File: src/rtl/fsk_centre_acq.sv
module fsk_centre_acq #(
  parameter int EST_W      = 12,
  parameter int LIMIT      = 1600,
  parameter int PAIRS      = 3,
  parameter int SETTLE_CYC = 11200,
  parameter int HOLD_CYC   = 3200000
) (
  input  logic                    clk,
  input  logic                    rst_n,
  input  logic                    afc_en,
  input  logic                    rf_active,
  input  logic                    bit_stb,
  input  logic                    bit_val,
  input  logic signed [EST_W-1:0] ofs_est,
  output logic signed [EST_W-1:0] ofs_out,
  output logic                    locked
);
  localparam int RUN_TGT = 2 * PAIRS;
  localparam int RUN_W   = $clog2(RUN_TGT + 1);
  localparam int TMAX    = (SETTLE_CYC > HOLD_CYC) ? SETTLE_CYC : HOLD_CYC;
  localparam int TW      = $clog2(TMAX + 1);
  localparam logic [TW-1:0]    SET_LAST  = TW'(SETTLE_CYC - 1);
  localparam logic [TW-1:0]    HOLD_LAST = TW'(HOLD_CYC - 1);
  localparam logic [RUN_W-1:0] RUN_DONE  = RUN_W'(RUN_TGT);
  localparam logic signed [EST_W-1:0] HI = EST_W'(LIMIT);
  localparam logic signed [EST_W-1:0] LO = -HI;

  typedef enum logic [2:0] {ST_IDLE, ST_SEARCH, ST_SETTLE, ST_LOCKED, ST_HOLD} st_t;

  st_t              st;
  logic [RUN_W-1:0] run;
  logic             prev;
  logic [TW-1:0]    tmr;

  wire signed [EST_W-1:0] clamped = (ofs_est > HI) ? HI : ((ofs_est < LO) ? LO : ofs_est);
  wire                    alt     = (run != '0) && (bit_val != prev);
  wire [RUN_W-1:0]        run_nx  = alt ? run + 1'b1 : RUN_W'(1);

  always_ff @(posedge clk) begin
    if (!rst_n || !afc_en) begin
      st      <= (rst_n || !afc_en) ? ST_IDLE : ST_SEARCH;
      run     <= '0;
      prev    <= 1'b0;
      tmr     <= '0;
      ofs_out <= '0;
      locked  <= 1'b0;
      if (!rst_n) st <= afc_en ? ST_SEARCH : ST_IDLE;
    end else begin
      case (st)
        ST_IDLE: begin
          st  <= ST_SEARCH;
          run <= '0;
        end
        ST_SEARCH: begin
          if (!rf_active) begin
            run <= '0;
          end else if (bit_stb) begin
            prev <= bit_val;
            if (run_nx == RUN_DONE) begin
              st  <= ST_SETTLE;
              tmr <= '0;
              run <= '0;
            end else begin
              run <= run_nx;
            end
          end
        end
        ST_SETTLE: begin
          if (!rf_active) begin
            st  <= ST_SEARCH;
            run <= '0;
          end else if (tmr == SET_LAST) begin
            ofs_out <= clamped;
            locked  <= 1'b1;
            st      <= ST_LOCKED;
          end else begin
            tmr <= tmr + 1'b1;
          end
        end
        ST_LOCKED: begin
          if (!rf_active) begin
            st  <= ST_HOLD;
            tmr <= '0;
          end
        end
        ST_HOLD: begin
          if (rf_active) begin
            st <= ST_LOCKED;
          end else if (tmr == HOLD_LAST) begin
            st      <= ST_SEARCH;
            locked  <= 1'b0;
            ofs_out <= '0;
            run     <= '0;
          end else begin
            tmr <= tmr + 1'b1;
          end
        end
        default: st <= ST_SEARCH;
      endcase
    end
  end


  disabled_zero_chk: assert property (@(posedge clk) disable iff (!rst_n)
    !afc_en |=> (ofs_out == '0 && !locked));


  ofs_range_chk: assert property (@(posedge clk) disable iff (!rst_n)
    (ofs_out <= HI && ofs_out >= LO));


  held_stable_chk: assert property (@(posedge clk) disable iff (!rst_n)
    (locked && $past(locked)) |-> $stable(ofs_out));


  active_keeps_lock_chk: assert property (@(posedge clk) disable iff (!rst_n)
    (locked && rf_active && afc_en) |=> locked);


  capture_needs_activity_chk: assert property (@(posedge clk) disable iff (!rst_n)
    $rose(locked) |-> $past(rf_active));
endmodule

File: config.mk
export PLATFORM = sky130hd
export DESIGN_NAME = fsk_centre_acq
export DESIGN_NICKNAME = d
export VERILOG_FILES = /design/src/rtl/fsk_centre_acq.sv
export SDC_FILE = /design/constraint.sdc
export NUM_CORES = 1
export LEC_CHECK = 0
export BUFFER_PORTS_ARGS = -buffer_cell sky130_fd_sc_hd__buf_2
export CAP_MARGIN = 20
export CORE_ASPECT_RATIO = 0.5
export CORE_MARGIN = 1
export CORE_UTILIZATION = 30
export CTS_CLUSTER_DIAMETER = 80
export DETAILED_ROUTE_END_ITERATION = 8
export PLACE_DENSITY = 0.54
export SLEW_MARGIN = 30
export SYNTH_ARGS = -nofsm -noshare
export SYNTH_HDL_FRONTEND = slang
export SYNTH_SLANG_ARGS = --single-unit
File: constraint.sdc
create_clock -name clk -period 3.31 [get_ports clk]
set_clock_uncertainty 0.05 [all_clocks]
set_input_delay 0.1655 -clock clk [delete_from_list [all_inputs] [get_ports clk]]
set_output_delay 0.1655 -clock clk [all_outputs]
set_load 0.01 [all_outputs]
; Word level (Yosys, flattened, before mapping)
; Cells that the tools add are included.
[classes]
n_eq_ne = 26
muxes = 42
addsub = 2
n_reduce_logical = 15
n_lt_le_gt_ge = 2
[ops]
columns = cell, count
row1 = 2-to-1 mux 22 bit, 8
row2 = case mux 22 bit (4 select lines), 1
row3 = 2-to-1 mux 12 bit, 6
row4 = 2-to-1 mux 3 bit, 16
row5 = case mux 12 bit (2 select lines), 1
row6 = case mux 3 bit (4 select lines), 2
row7 = adder 22 x 1 -> 22 bit (second input constant), 1
row8 = == test 22 x 14 -> 1 bit (second input constant), 1
row9 = == test 22 bit (second input constant), 1
row10 = inequality test 2 bit (second input constant), 11
row11 = inequality test 3 bit (second input constant), 5
row12 = > comparator 12 bit (second input constant), 1
row13 = < comparator 12 bit (second input constant), 1
row14 = AND reduction 5 bit, 2
row15 = AND reduction 9 bit, 1
row16 = inequality test 4 bit (second input constant), 2
row17 = nonzero test 4 bit, 2
row18 = 2-to-1 mux 1 bit, 7
row19 = == test 3 x 2 -> 1 bit (second input constant), 2
row20 = == test 3 bit (second input constant), 2
row21 = AND reduction 6 bit, 1
row22 = adder 3 x 1 -> 3 bit (second input constant), 1
row23 = == test 3 x 1 -> 1 bit (second input constant), 1
row24 = logical NOT 3 bit, 1
row25 = other kinds (8), 10
[word_totals]
elab_cells = 93
output_inout_bits = 13
inputBits = 18
reg_bits = 42

; Depth between registers and ports, before layout
; Gate-level depths: netlist (run 1).
[logic_depth]
word_depth = 9
depth_mapped = 9
ltp_nobuf = 7

; Worst setup path after synthesis (run 1)
; Ideal clock, no wire load.
[synth_timing]
path_type = reg2reg
from = register tmr[16]
to = register run[1]
arrival_ns = 2.245
n_path_buf = 1
path_slack_ns = 0.948
t_required_ns = 3.193
stages_incl_launch_ff = 7
setup_ns = 0.067
period_less_slack_ns = 2.362
cell_sequence = dfxtp_1 buf_6 or3_4 or4_4 or3_4 a2111o_1 a21oi_2
[synth_via]
elab_chain_cells = 3
[synth_rtl]
columns = item, line
row1 = start: declaration, 33  ; logic [TW-1:0] tmr;
row2 = start signal: assignment, 77  ; tmr <= tmr + 1'b1;
row3 = start signal: assignment, 95  ; tmr <= tmr + 1'b1;
row4 = == test 22 bit, 89  ; end else if (tmr == HOLD_LAST) begin
row5 = inequality test 2 bit (no source line), --
row6 = AND reduction 5 bit (no source line), --
row7 = end signal: assignment, 64  ; run <= run_nx;
row8 = end: declaration, 31  ; logic [RUN_W-1:0] run;
; Every way passes these cells.
; A chain may end at the register's enable or synchronous reset.

; Final worst setup path (run 1)
[layout_timing]
from = register st[0]
to = register tmr[13]
[layout_via]
elab_chain_cells = 3
elab_cells_between_ends = 15
cone_classes = eq/ne (12) / mux (1) / reduce/logical (2)
[layout_rtl]
columns = item, line
row1 = start: declaration, 30  ; st_t st;
row2 = start signal: assignment, 41  ; st <= (rst_n || !afc_en) ? ST_IDLE : ST_SEARCH;
row3 = start signal: assignment, 47  ; if (!rst_n) st <= afc_en ? ST_SEARCH : ST_IDLE;
row4 = == test 3 bit (tied with other cells), 49  ; case (st)
row5 = nonzero test 4 bit (no source line) / inequality test 2 bit (equally long branches), --
row6 = AND reduction 9 bit (no source line), --
; Parallel ways exist; a longest one is shown, timed or not.

==> results of run 1 <==
==> path summary, 6_finish.rpt <==
check / start / endpoint / cells past startpoint
max: st[0] / tmr[13] / 6
min: ofs_est[0] / ofs_out[0] / 2
max reg2reg: st[0] / tmr[13] / 6
min reg2reg: ofs_out[7] / ofs_out[7] / 2
==> synthesized netlist by cell type (4+ instances only) <==
library cell / instances / area, um^2
clkbuf_1: 17 / 63.8
o21ai_0: 10 / 50.1
and2_1: 4 / 25.0
a32o_1: 11 / 110
nand4_1: 6 / 37.5
nand4b_1: 4 / 35.0
inv_1: 10 / 37.5
a21oi_1: 14 / 70.1
nand2b_1: 5 / 31.3
nand3_1: 18 / 90.1
o211ai_1: 4 / 30.0
nand3b_1: 6 / 45.0
nor4_1: 5 / 31.3
nor3_1: 8 / 40.0
mux2i_1: 4 / 40.0
a31oi_1: 8 / 50.1
o311ai_0: 19 / 166
nor2_1: 19 / 71.3
dfxtp_1: 39 / 781
nand2_1: 24 / 90.1
ha_1: 4 / 50.1
and3_1: 5 / 31.3
o41ai_1: 15 / 131
==> per-stage QoR <==
| step | util | std cells | instance area, um^2 | worst slack, ps | hold slack, ps |
|---|---|---|---|---|---|
| after CTS | 0.366 | 446 | 3000 | 721 | 56.3 |
| after global placement | 0.348 | 438 | 2860 | 817 | 339 |
| final | 0.366 | 446 | 3000 | 756 | 52.7 |
| after floorplan | - | 310 | 2610 | 948 | 241 |
| after detailed placement | 0.348 | 438 | 2860 | 739 | 353 |
| after global routing | 0.366 | 446 | 3000 | 547 | 58.9 |
==> where the power goes <==
group	internal [uW]	switching (uW)
logic	56.3	105
clock network	280	211
registers	518	13.7
total	855	329
==> sequential cells by signal, indices dropped and copies added (netlist names) <==
register / cells
prev: 1
tmr: 22
locked: 1
run: 3
st: 3
ofs_out: 12
==> cell families (layout without fill, tap and decap cells) <==
group	count (synthesis)	count (layout)	synth area share
fa+ha+maj	4	4	0.0192
mux	5	5	0.0197
xor+xnor	2	2	0.00672
flops	42	42	0.334
simple gates	128	128	0.285
buf+inv	32	56	0.0532
compound gates	97	97	0.283
==> final cells by class <==
class,instances,area (um^2),share of cell area
Clock buffer,5,125,0.0417
Clock inverter,3,20.0,0.00667
Inverter,10,37.5,0.0125
Multi-Input combinational cell,236,1600,0.532
Sequential cell,42,871,0.290
Tap cell,112,140,0.0467
Timing Repair Buffer,38,210,0.0700
==> routing by layer <==
metal	track usage	wire length, um
met5	0	0
met4	0.0298	24
met3	0.0385	354
met2	0.266	3250
met1	0.230	3540
==> results.md, run 1 <==
- CP peak stage delay: 590 ps
- CTS tree: done
- Largest net degree at the start of global routing: 27
- Row Count: 23
- Cts bufs inserted: 5
- Main synth FF type: dfxtp_1
- Ys Warns: 0
- FF-to-FF setup slack: 760 ps
- Max frequency: between 300 and 400 MHz
- Tightest Pin Transition: 892 ps
- Detailed Route Iter0 Violations: 132
- Crit path cell chain: nor4bb_1, nand2_1, a32o_1, or3_1, buf_4, o41ai_1
- Worst path top cell family by delay: simple AND/OR/NAND/NOR gates
- Synth Net Count: around 330
- Core Region: 8200 um^2
- Max-slew violation count: 0
- First-pass GRT wire length: 12.0 mm
- EDFF count, synth: 3
- Synthesized cell area: 2610 um^2
- Period minus WS final: 2550 ps
- Register area share after synthesis: 0.334
- Chip width: 134 um
- CP endpoint kind: register
- Most common cell after layout, fill and taps aside: dfxtp_1
- Commonest cells after routing, fill and taps aside: dfxtp_1, buf_2, nand2_1, nor2_1, o311ai_0
- Yosys reg bits: 42
- Resize count post-CTS: 0
- Syn-to-layout area delta: 15.1%
- RSZ-0062 raised after global routing: false
- Crit path DAT: 2690 ps
- Skew-Pair Late Insertion Delay: 290 ps
- Vias: 2592
- CP required: 3440 ps
- Vias in the first global route: 2378
- Fillers: 845
- WL/cell: 16.1 um
- Nets: 355
- Leakage: 0.00104 uW
- IO Pins: 31
- Fin crit share: 0.772
- Post-synth ARST share: 0
- Worst path slowest cell: edfxtp_1
- Starting Density: 0.318
- Setup TNS: 0 ps
- H-tree Lvls: 2
- Setup CP Type: register to register
- Port Buffers: 30
- Number of remaining DRC errors: 0
- Startpoint Class: register
- Final hold vios: 0
- Clock tree buffer depth: 2
- Status: complete, no violations
- Vias per cell: 5.81
- Final wirelength: approximately 7.2 mm
- Clk pin slew, worst setup/hold paths: around 60 ps
- N_diodes: 0
- Finish-stage setup viols: 0
- Synth Area per Inst: ~8.4 um^2
- Tot GR Track Use: 0.166
- CTS sink cnt: 42
- DRT Pass-1 Iters: 5
- Max Cap Viol: 0
- Worst min-delay path category: input port to register
- Gpl congestion: roughly 0.83
- Maximum VDD drop: 0.167 mV
- Total chip power: ~1200 uW
- DP HPWL: 5.03 mm
- Layout cells sized above 1: 0.168
- Full die area: 9100 um^2
- Final ANT Viol Nets: 0
- WP buf/inv: 1
- Setup Fix Bufs, Post-CTS: 0
- Hold-fix buffers, CTS: 0
- Max FO, Critical Path: 19
- Die H: just under 70 um
- Pwr dens: 394 nW/um^2
- Post-synthesis cell type count: 53
- Initial antenna violation count: 0
- Clk root buf: clkbuf_16
- Normalized max-slew margin: 0.405
- Grt ovf: 0
- Post-synthesis cell count: 310
No activity file was read; power rests on OpenSTA's default activity.
==> run 2, diff against run 1 <==
- PLACE_DENSITY: 0.54 -> 0.55
- clock period: 3.31 -> 2.1 ns (I/O delays scaled with it)
==> results.md, run 2 (synthesis results as in run 1) <==
- Maximum VDD drop: 0.254 mV (+52%)
- Chip width: 134 um (unchanged)
- Tightest Pin Transition: 556 ps (-336 ps)
- Gpl congestion: 0.893 (+7.6%)
- Commonest cells after routing, fill and taps aside: buf_4, buf_2, dfxtp_1, nand2_1, nor2_1
- CP endpoint kind: register
- Vias: 2962 (+14%)
- Initial antenna violation count: 0 (unchanged)
- Normalized max-slew margin: 0.626 (+0.221)
- Final ANT Viol Nets: 0 (unchanged)
- Startpoint Class: register
- Max FO, Critical Path: 10 (-9)
- Syn-to-layout area delta: 45.1%
- Fin crit share: 1.08 (+0.309)
- Largest net degree at the start of global routing: 26 (-3.7%)
- Place WS: -170 ps (-909 ps)
- CTS sink cnt: 42 (unchanged)
- Worst min-delay path category: input port to register
- Pwr dens: 537 nW/um^2 (+36%)
- CTS tree: done
- Max reg flops: 22 (unchanged)
- Status: finished, violations left
- Most flop-heavy register: tmr
- Final hold vios: 1 (+1)
- Starting Density: 0.318 (unchanged)
- Worst path slowest cell: edfxtp_1
- IO Pins: 31 (unchanged)
- Crit path top cell by count: buf_4
- Biggest registers after layout: tmr x22, ofs_out x12
- CP required: 2230 ps (-1210 ps)
- Tot GR Track Use: 0.190 (+0.0236)
- Clk pin slew, worst setup/hold paths: 70 ps (about the same)
- DRT Pass-1 Iters: 5 (unchanged)
- WP buf/inv: 3 (+2)
- Layout cells sized above 1: 0.412 (+0.244)
- H-tree Lvls: 2 (unchanged)
- Setup CP Type: register to register
- DP HPWL: 5.84 mm (+16%)
- Skew-Pair Late Insertion Delay: 290 ps (about the same)
- Hold_ws: -0.553 ps (-53.2 ps)
- Port Buffers: 30 (unchanged)
- Crit path cell chain: buf_4, nor3b_4, buf_4, a32o_2, or3_4, buf_12, o41ai_2
- Core Region: 8200 um^2 (unchanged)
- Max frequency: 441 MHz (+13%)
- Clk root buf: clkbuf_16
- Period minus WS final: 2270 ps (-285 ps)
- Final wirelength: 8.63 mm (+20%)
- Cts bufs inserted: 5 (unchanged)
- Row Count: 23 (unchanged)
- Vias per cell: 5.89 (+1.3%)
- RSZ-0062 raised after global routing: true
- Number of remaining DRC errors: 0 (unchanged)
- Max-slew violation count: 0 (unchanged)
- Fillers: 788 (-6.7%)
- First-pass GRT wire length: 13.5 mm (+12%)
- Clock tree buffer depth: 2 (unchanged)
- Full die area: 9100 um^2 (unchanged)
- WL/cell: 17.2 um (+6.7%)
- Crit path DAT: 2400 ps (-290 ps)
- Violated checks: hold timing, setup timing
- Finish-stage setup viols: 17 (+17)
- Most common cell after layout, fill and taps aside: buf_4
- Worst path top cell family by delay: simple AND/OR/NAND/NOR gates
- Max Cap Viol: 0 (unchanged)
- Detailed Route Iter0 Violations: 192 (+45%)
- Nets: 412 (+16%)
- Grt ovf: 0 (unchanged)
- Final setup margin: -169 ps (-925 ps)
- N_diodes: 0 (unchanged)
- Leakage: 0.00152 uW (+45%)
- CP peak stage delay: 470 ps (-120 ps)
- Die H: 67.9 um (unchanged)
- Vias in the first global route: 2727 (+15%)
[run 2: cell types whose count changed in the layout (fill, tap and decap cells not counted), sizes merged]
cell / previous run / this run
buf: 38 / 91
dlygate4sd3: 0 / 4
clkinv: 2 / 0
clkinvlp: 0 / 2
[run 2: what timing repair did]
action	4_1_cts	5_1_grt
buffers inserted	5	2
hold endpoints to repair	3	1
gates cloned	1	0
gates resized for setup	30	32
pin swaps	7	8
endpoints found under the setup margin	26	39
hold buffers	3	1
[run 2: metrics by stage]
| stage | util | TNS, ps | area [um^2] | std cells | total power (uW) |
|---|---|---|---|---|---|
| 2_1_floorplan | - | -19.9 | 2720 | 310 | 1050 |
| 3_3_place_gp | 0.402 | -1150 | 3300 | 483 | 1180 |
| 3_5_place_dp | 0.402 | -2190 | 3300 | 483 | 1190 |
| 4_1_cts | 0.446 | -824 | 3650 | 500 | 2010 |
| 5_1_grt | 0.461 | -3000 | 3780 | 503 | 2120 |
| 6_report | 0.461 | -1520 | 3780 | 503 | 2030 |
[run 2: layout make-up]
type | instances | area, um^2 | share of cell area
clock buffer | 5 | 125 | 0.0331
clock inverter | 3 | 23.8 | 0.00628
inverter | 10 | 37.5 | 0.00992
multi-input combinational | 236 | 1890 | 0.500
sequential | 42 | 883 | 0.233
tap | 112 | 140 | 0.0370
timing repair buffer | 95 | 684 | 0.181
[run 2: final timing paths]
path | slack (ps) | cells after the start | start | end
setup / recovery | -170 | 7 | st[2] | tmr[9]
hold / removal | -0.6 | 2 | ofs_est[3] | ofs_out[3]
setup reg to reg | -170 | 7 | st[2] | tmr[9]
hold reg to reg | 410 | 2 | ofs_out[11] | ofs_out[11]
[run 2: layer usage]
layer	up-vias	wire length, um	track usage
met5	-	0	0
li1	1396	-	-
met4	0	85	0.0526
met1	1462	3850	0.240
met2	96	4240	0.330
met3	8	456	0.0422
[run 2: report_power, final]
part / leakage [uW] / switching (uW) / internal, uW
combinational: 0.00110 / 232 / 180
clock: 0.0000664 / 348 / 445
sequential: 0.000353 / 11.5 / 817
==> run 3, diff against run 2 <==
--- a/config.mk
+++ b/config.mk
@@ -6,4 +6,5 @@
 export NUM_CORES = 1
 export LEC_CHECK = 0
+export ABC_AREA = 1
 export BUFFER_PORTS_ARGS = -buffer_cell sky130_fd_sc_hd__buf_2
 export CAP_MARGIN = 20
--- a/constraint.sdc
+++ b/constraint.sdc
@@ -3,3 +3,3 @@
 set_input_delay 0.105 -clock clk [delete_from_list [all_inputs] [get_ports clk]]
 set_output_delay 0.105 -clock clk [all_outputs]
-set_load 0.01 [all_outputs]
+set_load 0.1 [all_outputs]
==> results.md, run 3 <==
- CP endpoint kind: register
- Fin crit share: 0.917 (-0.164)
- Fin area: 3530 um^2 (-6.8%)
- Tightest Pin Transition: 488 ps (-68.6 ps)
- Worst Hold Path EP: prev
- Final setup margin: 175 ps (+344 ps)
- Post-Layout Cell Count: 651 (+29%)
- Ys Warns: 0 (unchanged)
- Yosys reg bits: 42 (unchanged)
- Hold depth: 3 (+1)
- Skew-Pair Late Insertion Delay: 290 ps (about the same)
- Most common cell after layout, fill and taps aside: nand2_1
- Most flop-heavy register: tmr
- CP required: 2280 ps (+50 ps)
- Synth top cells by count: nand2_1, nor2_1, dfxtp_1, inv_1, nand4_1
- FF-to-FF setup slack: 170 ps (+340 ps)
- Max FO, Critical Path: 13 (+3)
- Setup TNS: 0 ps (+1520 ps)
- Period minus WS final: 1930 ps (-344 ps)
- Tot GR Track Use: 0.161 (-0.0290)
- Largest net degree at the start of global routing: 24 (-7.7%)
- Worst min-delay path category: input port to register
- Vias in the first global route: 2732 (+0.18%)
- Clk pin slew, worst setup/hold paths: 60 ps (about the same)
- IO Pins: 31 (unchanged)
- Top-count cell post-synth: nand2_1
- Dpl cell area: 3320 um^2 (+0.57%)
- Vias: 3001 (+1.3%)
- Leakage: 0.00146 uW (-3.8%)
- Max Cap Viol: 0 (unchanged)
- CTS sink cnt: 42 (unchanged)
- R2R depth: 11 (+4)
- Syn-to-layout area delta: 19.4%
- WL/cell: 11.6 um (-33%)
- Clk root buf: clkbuf_16
- Starting Density: 0.311 (-0.00742)
- Post-synthesis cell type count: 35 (-34%)
- Startpoint Class: register
- Biggest registers after layout: tmr x22, ofs_out x12
- Worst r2r dst: tmr[21]
- Final wirelength: 7.53 mm (-13%)
- Max-slew violation count: 0 (unchanged)
- Maximum VDD drop: 0.486 mV (+91%)
- Pwr dens: 680 nW/um^2 (+27%)
- Placed cells: 640 (+33%)
- Max reg flops: 22 (unchanged)
- Finish-stage setup viols: 0 (-17)
- Die H: 72.2 um (+6.2%)
- DP HPWL: 5.61 mm (-3.9%)
- Layout cells sized above 1: 0.176 (-0.235)
- RSZ-0062 raised after global routing: true
- H-tree Lvls: 2 (unchanged)
- Synth Area per Inst: 6.26 um^2 (-26%)
- Critical R2R Launch: st[1]
- Main synth FF type: dfxtp_1
- Largest area contributor in the netlist: dfxtp_1
- Number of remaining DRC errors: 0 (unchanged)
- Final ANT Viol Nets: 0 (unchanged)
- Commonest cells after routing, fill and taps aside: nand2_1, nor2_1, inv_1, dfxtp_1, nand4_1
- N_diodes: 0 (unchanged)
- Detailed Route Iter0 Violations: 161 (-16%)
- Port Buffers: 30 (unchanged)
- Setup CP Type: register to register
- Final hold vios: 0 (-1)
- Register area: 871 um^2 (-1.4%)
- Footprint of the multi-input gates: 1850 um^2 (-2.2%)
- Core Region: 9510 um^2 (+16%)
- Cts bufs inserted: 5 (unchanged)
- EDFF count, synth: 3 (unchanged)
- Row Count: 25 (+8.7%)
- Gpl congestion: 0.857 (-4.1%)
- Top post-synthesis cells by area: dfxtp_1, nand2_1, nor2_1, nand4_1, a21oi_1
- Initial antenna violation count: 0 (unchanged)
- Crit path DAT: 2100 ps (-300 ps)
- DRT Pass-1 Iters: 4 (-1)
- Synthesized cell area: 2950 um^2 (+13%)
- First-pass GRT wire length: 13.2 mm (-2.3%)
- Synth Net Count: 494 (+49%)
- Hold_ws: 52.6 ps (+53.2 ps)
- Clock tree buffer depth: 2 (unchanged)
- Normalized max-slew margin: 0.677 (+0.0511)
- Post-synthesis cell count: 472 (+52%)
- Place WS: 99.6 ps (+270 ps)
- Nets: 537 (+30%)
- Synth top area share: 0.264 (-0.0350)
- CTS tree: done
- Fillers: 1096 (+39%)
- Vias per cell: 4.61 (-22%)
- Hold Startpoint: bit_val
- Chip width: 142 um (+6.3%)
- Post-synth ARST share: 0 (unchanged)
- Grt ovf: 0 (unchanged)
- Register area share after synthesis: 0.295 (-0.0390)
- Full die area: 10300 um^2 (+13%)
- Status: complete, no violations
- Max frequency: 519 MHz (+18%)
-- run 3: cell count changes in the layout (fill, tap and decap cells not counted), moves of 8 or more --
cell,change
a21oi_1,+21
a31oi_1,-8
a32o_1,-9
buf_4,-40
dfxtp_1,+10
dfxtp_2,-10
inv_1,+30
nand2_1,+102
nand3_1,+10
nand4_1,+28
nor2_1,+72
o311ai_1,-12
o41ai_2,-14
-- run 3: kinds of logic (layout without fill, tap and decap cells) --
kind of cell | Yosys count | in the layout | share of synthesized area
compound gates | 54 | 54 | 0.102
xor+xnor | 2 | 2 | 0.00593
fa+ha+maj | 4 | 4 | 0.0169
buf+inv | 57 | 101 | 0.0851
flops | 42 | 42 | 0.295
simple gates | 313 | 313 | 0.495
-- run 3: critical path, stage by stage (launching register included) --
cell,delay [ps]
edfxtp_1,520
nor2_4,210
nand2_4,90
nand2_4,80
nor2_1,50
inv_2,60
nand2_2,60
nor2_4,250
nand3_4,230
nand2_1,120
nand2_1,50
nor2_1,100
-- run 3: cell type report --
cell class / count / share of cell area
multi-input cells: 373 / 0.524
flip-flops and latches: 42 / 0.247
repair buffers: 49 / 0.0866
well taps: 135 / 0.0479
inverters: 44 / 0.0468
clock buffers: 6 / 0.0366
clock inverters: 2 / 0.0106
-- run 3: timing repair --
action                                  CTS  global route
hold buffers                              0             0
resized for setup                         0             4
endpoints found under the setup margin    0            16
setup buffers                             0             3
-- run 3: metal layers --
layer  vias to the layer above  GRT usage  share of wire
met3                         5     0.0337          0.037
met5                         -          0              0
met4                         0     0.0287         0.0070
met2                        49      0.247           0.41
li1                       1636          -              -
met1                      1311      0.233           0.55
-- run 3: how the worst max path moves through the flow --
stage / startpoint / end / depth (start not counted) / slack [ps]
CTS: tmr[1] / st[2] / 9 / 90
global route: st[1] / tmr[5] / 9 / -0.8
floorplan: tmr[0] / st[0] / 9 / 260
detailed placement: tmr[1] / st[2] / 9 / 100
finish: st[1] / tmr[21] / 11 / 170
global placement: tmr[1] / st[2] / 9 / 80
-- run 3: where the power goes --
group          leakage, uW  switching [uW]  total, uW  internal (uW)
Sequential        0.000349            47.6        896            848
Clock            0.0000771             342        904            562
Combinational      0.00103             399        598            199
Total              0.00146             789       2400           1610
-- run 3: through the flow --
step	utilization	total power, uW
2_1_floorplan	-	1370
3_3_place_gp	0.349	1510
3_5_place_dp	0.349	1510
4_1_cts	0.367	2420
5_1_grt	0.371	2550
6_report	0.371	2400
